**src/rtl/ddr_mon_pkg.sv**
```systemverilog
package ddr_mon_pkg;

  // decoded bus command; C_IDLE means nothing was issued this cycle
  typedef enum logic [2:0] {
    C_IDLE, C_NOP, C_ACT, C_RD, C_WR, C_PRE, C_BST, C_MRS
  } cmd_e;

  // violation codes: a smaller value wins when several apply
  typedef enum logic [3:0] {
    E_NONE     = 4'd0,
    E_MRD      = 4'd1,
    E_MRS_OPEN = 4'd2,
    E_STATE    = 4'd3,
    E_RC       = 4'd4,
    E_RP       = 4'd5,
    E_RRD      = 4'd6,
    E_RCD      = 4'd7,
    E_CCD      = 4'd8,
    E_WTR      = 4'd9,
    E_RAS_MIN  = 4'd10,
    E_RAS_MAX  = 4'd11
  } err_e;

endpackage

```
**src/rtl/ddr_cmd_decode.sv**
```systemverilog
module ddr_cmd_decode
  import ddr_mon_pkg::*;
(
  input  logic cke,
  input  logic cs_n,
  input  logic ras_n,
  input  logic cas_n,
  input  logic we_n,
  output cmd_e cmd
);

  always_comb begin
    cmd = C_IDLE;
    if (cke && !cs_n) begin
      case ({ras_n, cas_n, we_n})
        3'b011:  cmd = C_ACT;
        3'b101:  cmd = C_RD;
        3'b100:  cmd = C_WR;
        3'b010:  cmd = C_PRE;
        3'b110:  cmd = C_BST;
        3'b111:  cmd = C_NOP;
        3'b000:  cmd = C_MRS;
        default: cmd = C_IDLE;  // refresh and others are not checked
      endcase
    end
  end

endmodule

```
**src/rtl/ddr_gap_counter.sv**
```systemverilog
// Counts cycles since the last restart; saturates at all ones, which
// also stands for "never" after reset.
module ddr_gap_counter #(
  parameter int CW = 8
) (
  input  logic          clk,
  input  logic          rst,
  input  logic          restart,
  output logic [CW-1:0] gap
);

  always_ff @(posedge clk) begin
    if (rst)
      gap <= '1;
    else if (restart)
      gap <= CW'(1);
    else if (gap != '1)
      gap <= gap + 1'b1;
  end

endmodule

```
**src/rtl/ddr_bank_timer.sv**
```systemverilog
module ddr_bank_timer #(
  parameter int CW = 8
) (
  input  logic          clk,
  input  logic          rst,
  input  logic          open_i,
  input  logic          close_i,
  input  logic [CW-1:0] need_i,
  output logic          active_o,
  output logic [CW-1:0] act_gap_o,
  output logic [CW-1:0] close_gap_o,
  output logic [CW-1:0] need_o
);

  ddr_gap_counter #(.CW(CW)) u_act (
    .clk     (clk),
    .rst     (rst),
    .restart (open_i),
    .gap     (act_gap_o)
  );

  ddr_gap_counter #(.CW(CW)) u_cls (
    .clk     (clk),
    .rst     (rst),
    .restart (close_i),
    .gap     (close_gap_o)
  );

  always_ff @(posedge clk) begin
    if (rst) begin
      active_o <= 1'b0;
      need_o   <= '0;
    end else begin
      if (open_i)
        active_o <= 1'b1;
      else if (close_i)
        active_o <= 1'b0;
      if (close_i)
        need_o <= need_i;
    end
  end

endmodule

```
**src/rtl/ddr_cmd_monitor.sv**
```systemverilog
module ddr_cmd_monitor
  import ddr_mon_pkg::*;
#(
  parameter int NBANK     = 4,
  parameter int T_RCD     = 3,
  parameter int T_RP      = 3,
  parameter int T_RRD     = 2,
  parameter int T_RAS     = 6,
  parameter int T_RAS_MAX = 16000,
  parameter int T_RC      = 9,
  parameter int T_WR      = 2,
  parameter int T_MRD     = 2,
  parameter int T_WTR     = 1,
  parameter int T_CCD     = 1,
  parameter int BURST     = 2,
  localparam int BA_W     = $clog2(NBANK)
) (
  input  logic            clk,
  input  logic            rst,
  input  logic            cke,
  input  logic            cs_n,
  input  logic            ras_n,
  input  logic            cas_n,
  input  logic            we_n,
  input  logic [BA_W-1:0] ba,
  input  logic            a10,
  output logic            err_valid,
  output logic [3:0]      err_code,
  output logic [BA_W-1:0] err_bank
);

  localparam int CW = $clog2(T_RAS_MAX + 2) + 1;
  localparam logic [CW-1:0] L_RCD     = CW'(T_RCD);
  localparam logic [CW-1:0] L_RP      = CW'(T_RP);
  localparam logic [CW-1:0] L_RRD     = CW'(T_RRD);
  localparam logic [CW-1:0] L_RAS     = CW'(T_RAS);
  localparam logic [CW-1:0] L_RAS_MAX = CW'(T_RAS_MAX);
  localparam logic [CW-1:0] L_RC      = CW'(T_RC);
  localparam logic [CW-1:0] L_MRD     = CW'(T_MRD);
  localparam logic [CW-1:0] L_CCD     = CW'(T_CCD);
  localparam logic [CW-1:0] L_RD2WR   = CW'(BURST + T_WTR);
  localparam logic [CW-1:0] L_RDAP    = CW'(BURST + T_RP);
  localparam logic [CW-1:0] L_WRAP    = CW'(BURST + T_WR + T_RP);

  function automatic logic [BA_W-1:0] lowest(input logic [NBANK-1:0] v);
    lowest = '0;
    for (int i = NBANK - 1; i >= 0; i--)
      if (v[i]) lowest = BA_W'(i);
  endfunction

  // ---------------------------------------------------------------- decode
  cmd_e cmd;

  ddr_cmd_decode u_dec (
    .cke   (cke),
    .cs_n  (cs_n),
    .ras_n (ras_n),
    .cas_n (cas_n),
    .we_n  (we_n),
    .cmd   (cmd)
  );

  logic is_col;
  assign is_col = (cmd == C_RD) || (cmd == C_WR);

  // ---------------------------------------------------------------- banks
  logic [NBANK-1:0] sel, active, open_b, close_b;
  logic [NBANK-1:0] ras_min_hit, ras_max_hit;
  logic [CW-1:0]    act_gap   [NBANK];
  logic [CW-1:0]    close_gap [NBANK];
  logic [CW-1:0]    need      [NBANK];
  logic [CW-1:0]    close_need;

  always_comb begin
    if (cmd == C_RD)      close_need = L_RDAP;
    else if (cmd == C_WR) close_need = L_WRAP;
    else                  close_need = L_RP;
  end

  for (genvar b = 0; b < NBANK; b++) begin : g_bank
    assign sel[b]    = (ba == BA_W'(b));
    assign open_b[b] = (cmd == C_ACT) && sel[b] && !active[b];
    assign close_b[b] = active[b] &&
                        (((cmd == C_PRE) && (a10 || sel[b])) ||
                         (is_col && a10 && sel[b]));

    assign ras_min_hit[b] = active[b] && (cmd == C_PRE) && (a10 || sel[b]) &&
                            (act_gap[b] < L_RAS);
    assign ras_max_hit[b] = active[b] && (act_gap[b] > L_RAS_MAX);

    ddr_bank_timer #(.CW(CW)) u_bank (
      .clk         (clk),
      .rst         (rst),
      .open_i      (open_b[b]),
      .close_i     (close_b[b]),
      .need_i      (close_need),
      .active_o    (active[b]),
      .act_gap_o   (act_gap[b]),
      .close_gap_o (close_gap[b]),
      .need_o      (need[b])
    );
  end

  // ---------------------------------------------------------------- bus-wide spacing
  logic [CW-1:0] any_act_gap, col_gap, wr_gap, mrs_gap;

  ddr_gap_counter #(.CW(CW)) u_any_act (
    .clk (clk), .rst (rst), .restart (|open_b), .gap (any_act_gap)
  );
  ddr_gap_counter #(.CW(CW)) u_col (
    .clk (clk), .rst (rst), .restart (is_col && active[ba]), .gap (col_gap)
  );
  ddr_gap_counter #(.CW(CW)) u_wr (
    .clk (clk), .rst (rst), .restart ((cmd == C_WR) && active[ba]), .gap (wr_gap)
  );
  ddr_gap_counter #(.CW(CW)) u_mrs (
    .clk (clk), .rst (rst), .restart (cmd == C_MRS), .gap (mrs_gap)
  );

  // ---------------------------------------------------------------- rule checks
  logic chk_mrd, chk_mrs_open, chk_state, chk_rc, chk_rp, chk_rrd;
  logic chk_rcd, chk_ccd, chk_wtr;
  logic mrd_cmd;

  assign mrd_cmd      = (cmd == C_ACT) || is_col || (cmd == C_PRE) || (cmd == C_MRS);
  assign chk_mrd      = mrd_cmd && (mrs_gap < L_MRD);
  assign chk_mrs_open = (cmd == C_MRS) && (|active);
  assign chk_state    = ((cmd == C_ACT) && active[ba]) || (is_col && !active[ba]);
  assign chk_rc       = (cmd == C_ACT) && (act_gap[ba] < L_RC);
  assign chk_rp       = (cmd == C_ACT) && (close_gap[ba] < need[ba]);
  assign chk_rrd      = (cmd == C_ACT) && (any_act_gap < L_RRD);
  assign chk_rcd      = is_col && (act_gap[ba] < L_RCD);
  assign chk_ccd      = is_col && (col_gap < L_CCD);
  assign chk_wtr      = (cmd == C_RD) && (wr_gap < L_RD2WR);

  err_e            code_n;
  logic [BA_W-1:0] bank_n;

  always_comb begin
    code_n = E_NONE;
    bank_n = ba;
    if (chk_mrd)                code_n = E_MRD;
    else if (chk_mrs_open) begin
      code_n = E_MRS_OPEN;
      bank_n = lowest(active);
    end
    else if (chk_state)         code_n = E_STATE;
    else if (chk_rc)            code_n = E_RC;
    else if (chk_rp)            code_n = E_RP;
    else if (chk_rrd)           code_n = E_RRD;
    else if (chk_rcd)           code_n = E_RCD;
    else if (chk_ccd)           code_n = E_CCD;
    else if (chk_wtr)           code_n = E_WTR;
    else if (|ras_min_hit) begin
      code_n = E_RAS_MIN;
      bank_n = lowest(ras_min_hit);
    end
    else if (|ras_max_hit) begin
      code_n = E_RAS_MAX;
      bank_n = lowest(ras_max_hit);
    end
    if (code_n == E_NONE)
      bank_n = '0;
  end

  // ---------------------------------------------------------------- registered report
  always_ff @(posedge clk) begin
    if (rst) begin
      err_valid <= 1'b0;
      err_code  <= 4'd0;
      err_bank  <= '0;
    end else begin
      err_valid <= (code_n != E_NONE);
      err_code  <= code_n;
      err_bank  <= bank_n;
    end
  end

endmodule

```
**config.mk**
```make
export PLATFORM = sky130hd
export DESIGN_NAME = ddr_cmd_monitor
export DESIGN_NICKNAME = d
export VERILOG_FILES = /design/src/rtl/ddr_mon_pkg.sv /design/src/rtl/ddr_cmd_decode.sv /design/src/rtl/ddr_gap_counter.sv /design/src/rtl/ddr_bank_timer.sv /design/src/rtl/ddr_cmd_monitor.sv
export SDC_FILE = /design/constraint.sdc
export NUM_CORES = 1
export LEC_CHECK = 0
export BUFFER_PORTS_ARGS = -buffer_cell sky130_fd_sc_hd__buf_2
export CAP_MARGIN = 20
export CORE_MARGIN = 4
export CORE_UTILIZATION = 65
export CTS_CLUSTER_DIAMETER = 100
export CTS_CLUSTER_SIZE = 25
export DETAILED_ROUTE_END_ITERATION = 16
export PLACE_DENSITY = 0.8
export SETUP_SLACK_MARGIN = 0.02
export SYNTH_ARGS = -nofsm -noshare
export SYNTH_HDL_FRONTEND = slang
export SYNTH_SLANG_ARGS = --single-unit
```
**constraint.sdc**
```tcl
create_clock -name clk -period 9.8 [get_ports clk]
set_input_delay 0.98 -clock clk [delete_from_list [all_inputs] [get_ports clk]]
set_output_delay 0.98 -clock clk [all_outputs]
set_load 0.02 [all_outputs]
```
==> flow_summary_export.csv <==
group,metric,value,unit
sta,setup_viol,0,
floorplanning,ios,17,
synth,synth_area_leaders,"dfxtp_1 (40%), o21ai_0 (8.7%), xor2_1 (6.9%)",
floorplanning,initial_core_util,66.6,%
place,dp_hpwl,15000,um
setup_path,r2r_cells,8,
synth,synth-seq-cells,203,
cts,numCtsBuffers,12,
cts,clockRootBuffer,"clkbuf_16",
routing,routed_wl,22100,um
synth,syn_avg_cell_area,8.54,um2
routing,viasPerCell,6.16,
global_routing,grt_max_degree,104,
synth,ys_async_sr_fraction,0,%
synth,ys.flop_type,"dfxtp_1",
place,gp_congestion,0.979,
synth,yosys-top-cells-count,"dfxtp_1 (203), o21ai_0 (177), nor2_1 (109)",
routing,num_vias,8569,
synth,syn-instance-count,1189,
cells_and_area,utilization,70.5,%
power,ir_drop,0.236,mV
synth,ys_seq_area_share,40.0,%
cts,postCtsSetupBuffers,0,
setup_path,endpoint,"err_bank[1]",
sta,fmax,299,MHz
sta,slew_violations,0,
worst_hold_path,hold_path.startpoint,"g_bank[0].u_bank.need_o[0]",
global_routing,grt_pass1_vias,7684,
cells_and_area,finalNetCount,1202,
synth,syn_area,10200,um2
run,maxCapViolations,0,
synth,synth_top_area_share,40.0,%
sta,finalHoldViolations,0,
floorplanning,num_rows,45,
cells_and_area,fillerInstances,1210,
floorplanning,fp.dieW,133,um
cts,h-tree-depth,1,
setup_path,cp-end-kind,"register",
setup_path,rr_endpoint,"err_bank[0]",
power,leakage,4.06,nW
cts,clock_latency,0.48,ns
setup_path,critPathKind,"in -> reg",
global_routing,grt_first_pass_wirelength,37200,um
place,port_buffers,16,
routing,drc,0,
setup_path,required,10.22,ns
outcome,status,"complete, no violations",
setup_path,cp-start-kind,"input pin",
sta,fin_skew,0.0444,ns
worst_hold_path,min_path_type,"reg -> reg",
routing,dr.pass1.iters,5,
cts,cts_resized,0,
cts,cts_hold_buffers,0,
sta,fin_setup_tns,0,ns
synth,synthMostInstantiatedCell,"dfxtp_1",
cts,clock-sinks,203,
floorplanning,dieArea,17700,um2
synth,yosys_warnings,0,
floorplanning,die_y,133,um
synth,synth-edff-count,0,
cells_and_area,drive_gt1_share,6.45,%
synth,synth_area_leader_cell,"dfxtp_1",
routing,wl_per_cell,15.9,um
setup_path,cp.arrival,3.77,ns
setup_path,cp_max_fo,25,
global_routing,overflow,0,
global_routing,grtUsageTotal,24.4,%
sta,fin_crit_sh,34.2,%
floorplanning,core-area,15300,um2
power,power_density,311,nW/um2
cts,cts_max_path_buffers,3,
setup_path,rrSetupSlack,6.97,ns
synth,synth_nets,1213,
synth,yosys.cell_types.count,72,
routing,drt_iter0_markers,595,
cts,clk_pin_slew,0.10,ns
setup_path,crit_start,"ba[1]",
cells_and_area,area_growth,5.89,%
setup_path,r2r_start,"u_mrs.gap[4]",
routing,final_antenna_net_count,0,
sta,worstMarginPinSlew,0.886,ns
global_routing,antenna_found_initial,1,
cts,cts_tree,"built",
sta,rsz0062_at_grt,"no",
sta,slew-limit-headroom,40.7,%
sta,post-route-min-period,3.35,ns
## report_power, final
part / switching, mW / leakage [nW] / internal, mW / total [mW]
Sequential: 0.327 / 1.67 / 1.08 / 1.41
Combinational: 0.742 / 2.22 / 0.679 / 1.42
Clock: 0.274 / 0.172 / 0.244 / 0.518
Total: 1.34 / 4.06 / 2.01 / 3.35
## cells by family (layout without fill, tap and decap cells)
group                      count (synthesis)  in the layout  share of synthesized area, %
buffers and inverters                     75             64                          2.82
AOI/OAI and AO/OA                        240            240                          13.8
and+or+nand+nor                          484            484                          25.2
adders and majority gates                 14             14                          1.73
muxes                                     23             23                          3.51
DFF                                      203            203                          40.0
other                                      0              1                             0
xor gates and xnor gates                 150            150                          12.9
## worst min path at each step
stage	endpoint	slack [ns]	cells after the start
2_1_floorplan	g_bank[0].u_bank.need_o[0]	0.43	2
3_3_place_gp	g_bank[2].u_bank.need_o[0]	0.45	2
3_5_place_dp	g_bank[0].u_bank.need_o[0]	0.46	2
4_1_cts	g_bank[0].u_bank.need_o[0]	0.48	2
5_1_grt	g_bank[0].u_bank.need_o[0]	0.50	2
6_report	g_bank[0].u_bank.need_o[0]	0.49	2
## worst max-delay path, stage by stage
cell and delay, ns:
buf_2 0.46, mux4_2 0.57, inv_1 0.07, ha_1 0.24, a2111oi_0 0.39, nand4_1 0.23
nand3b_1 0.30, o31ai_1 0.13, a211o_1 0.27, a21oi_1 0.13
## through the flow
| step | hold WS [ns] | instances | area [um2] | total power [mW] | worst slack, ns |
|---|---|---|---|---|---|
| floorplan | 0.432 | 1189 | 10200 | 2.55 | 6.01 |
| global placement | 0.453 | 1373 | 10400 | 2.77 | 6.08 |
| detailed placement | 0.459 | 1373 | 10400 | 2.82 | 5.96 |
| CTS | 0.481 | 1387 | 10700 | 3.36 | 6.47 |
| global route | 0.500 | 1390 | 10800 | 3.64 | 6.27 |
| finish | 0.489 | 1390 | 10800 | 3.35 | 6.45 |
## sequential cells by signal, indices dropped and copies added (netlist names)
signal                   cells
g_bank.u_bank.active_o       4
g_bank.u_bank.need_o        12
u_any_act.gap               15
err_code                     4
u_col.gap                   15
err_bank                     2
err_valid                    1
u_mrs.gap                   15
u_wr.gap                    15
g_bank.u_bank.u_cls.gap     60
g_bank.u_bank.u_act.gap     60
## metal layers
layer  GRT usage, %  vias up  part of all wire, %
met5              0        -                    0
met3           2.85       41                  4.8
met4           6.76        0                  2.6
met2           38.1      197                   45
li1               -     4260                    -
met1           35.9     4071                   48
## cell usage in the layout (no fill, tap or decap), drive strengths merged, types with 3 or more instances in the layout
cell and count:
ha 14, o31a 3, xor2 80, clkbuf 14, o21ai 177, nand4 58, buf 26, nand3 61
a21oi 10, and4 21, nor3 25, or3 10, xnor2 70, nor3b 3, a22oi 4, or4 7
a211oi 8, nor2b 7, nor2 109, a21boi 6, inv 22, or2 3, mux2i 12, and2 7
nor4bb 3, and3 20, o31ai 5, nand2 97, mux4 10, a31oi 6, nor4 42, dfxtp 203
## area by class of cell
class	count	area (um2)	share of cell area, %
timing repair buffer	27	163	1.51
multi-input combinational	911	5820	54.1
tap	211	264	2.46
sequential	203	4060	37.8
clock buffer	13	325	3.03
clock inverter	1	30.0	0.279
inverter	23	87.6	0.815
antenna	1	2.50	0.0233
Power figures use the tool's default switching activity.
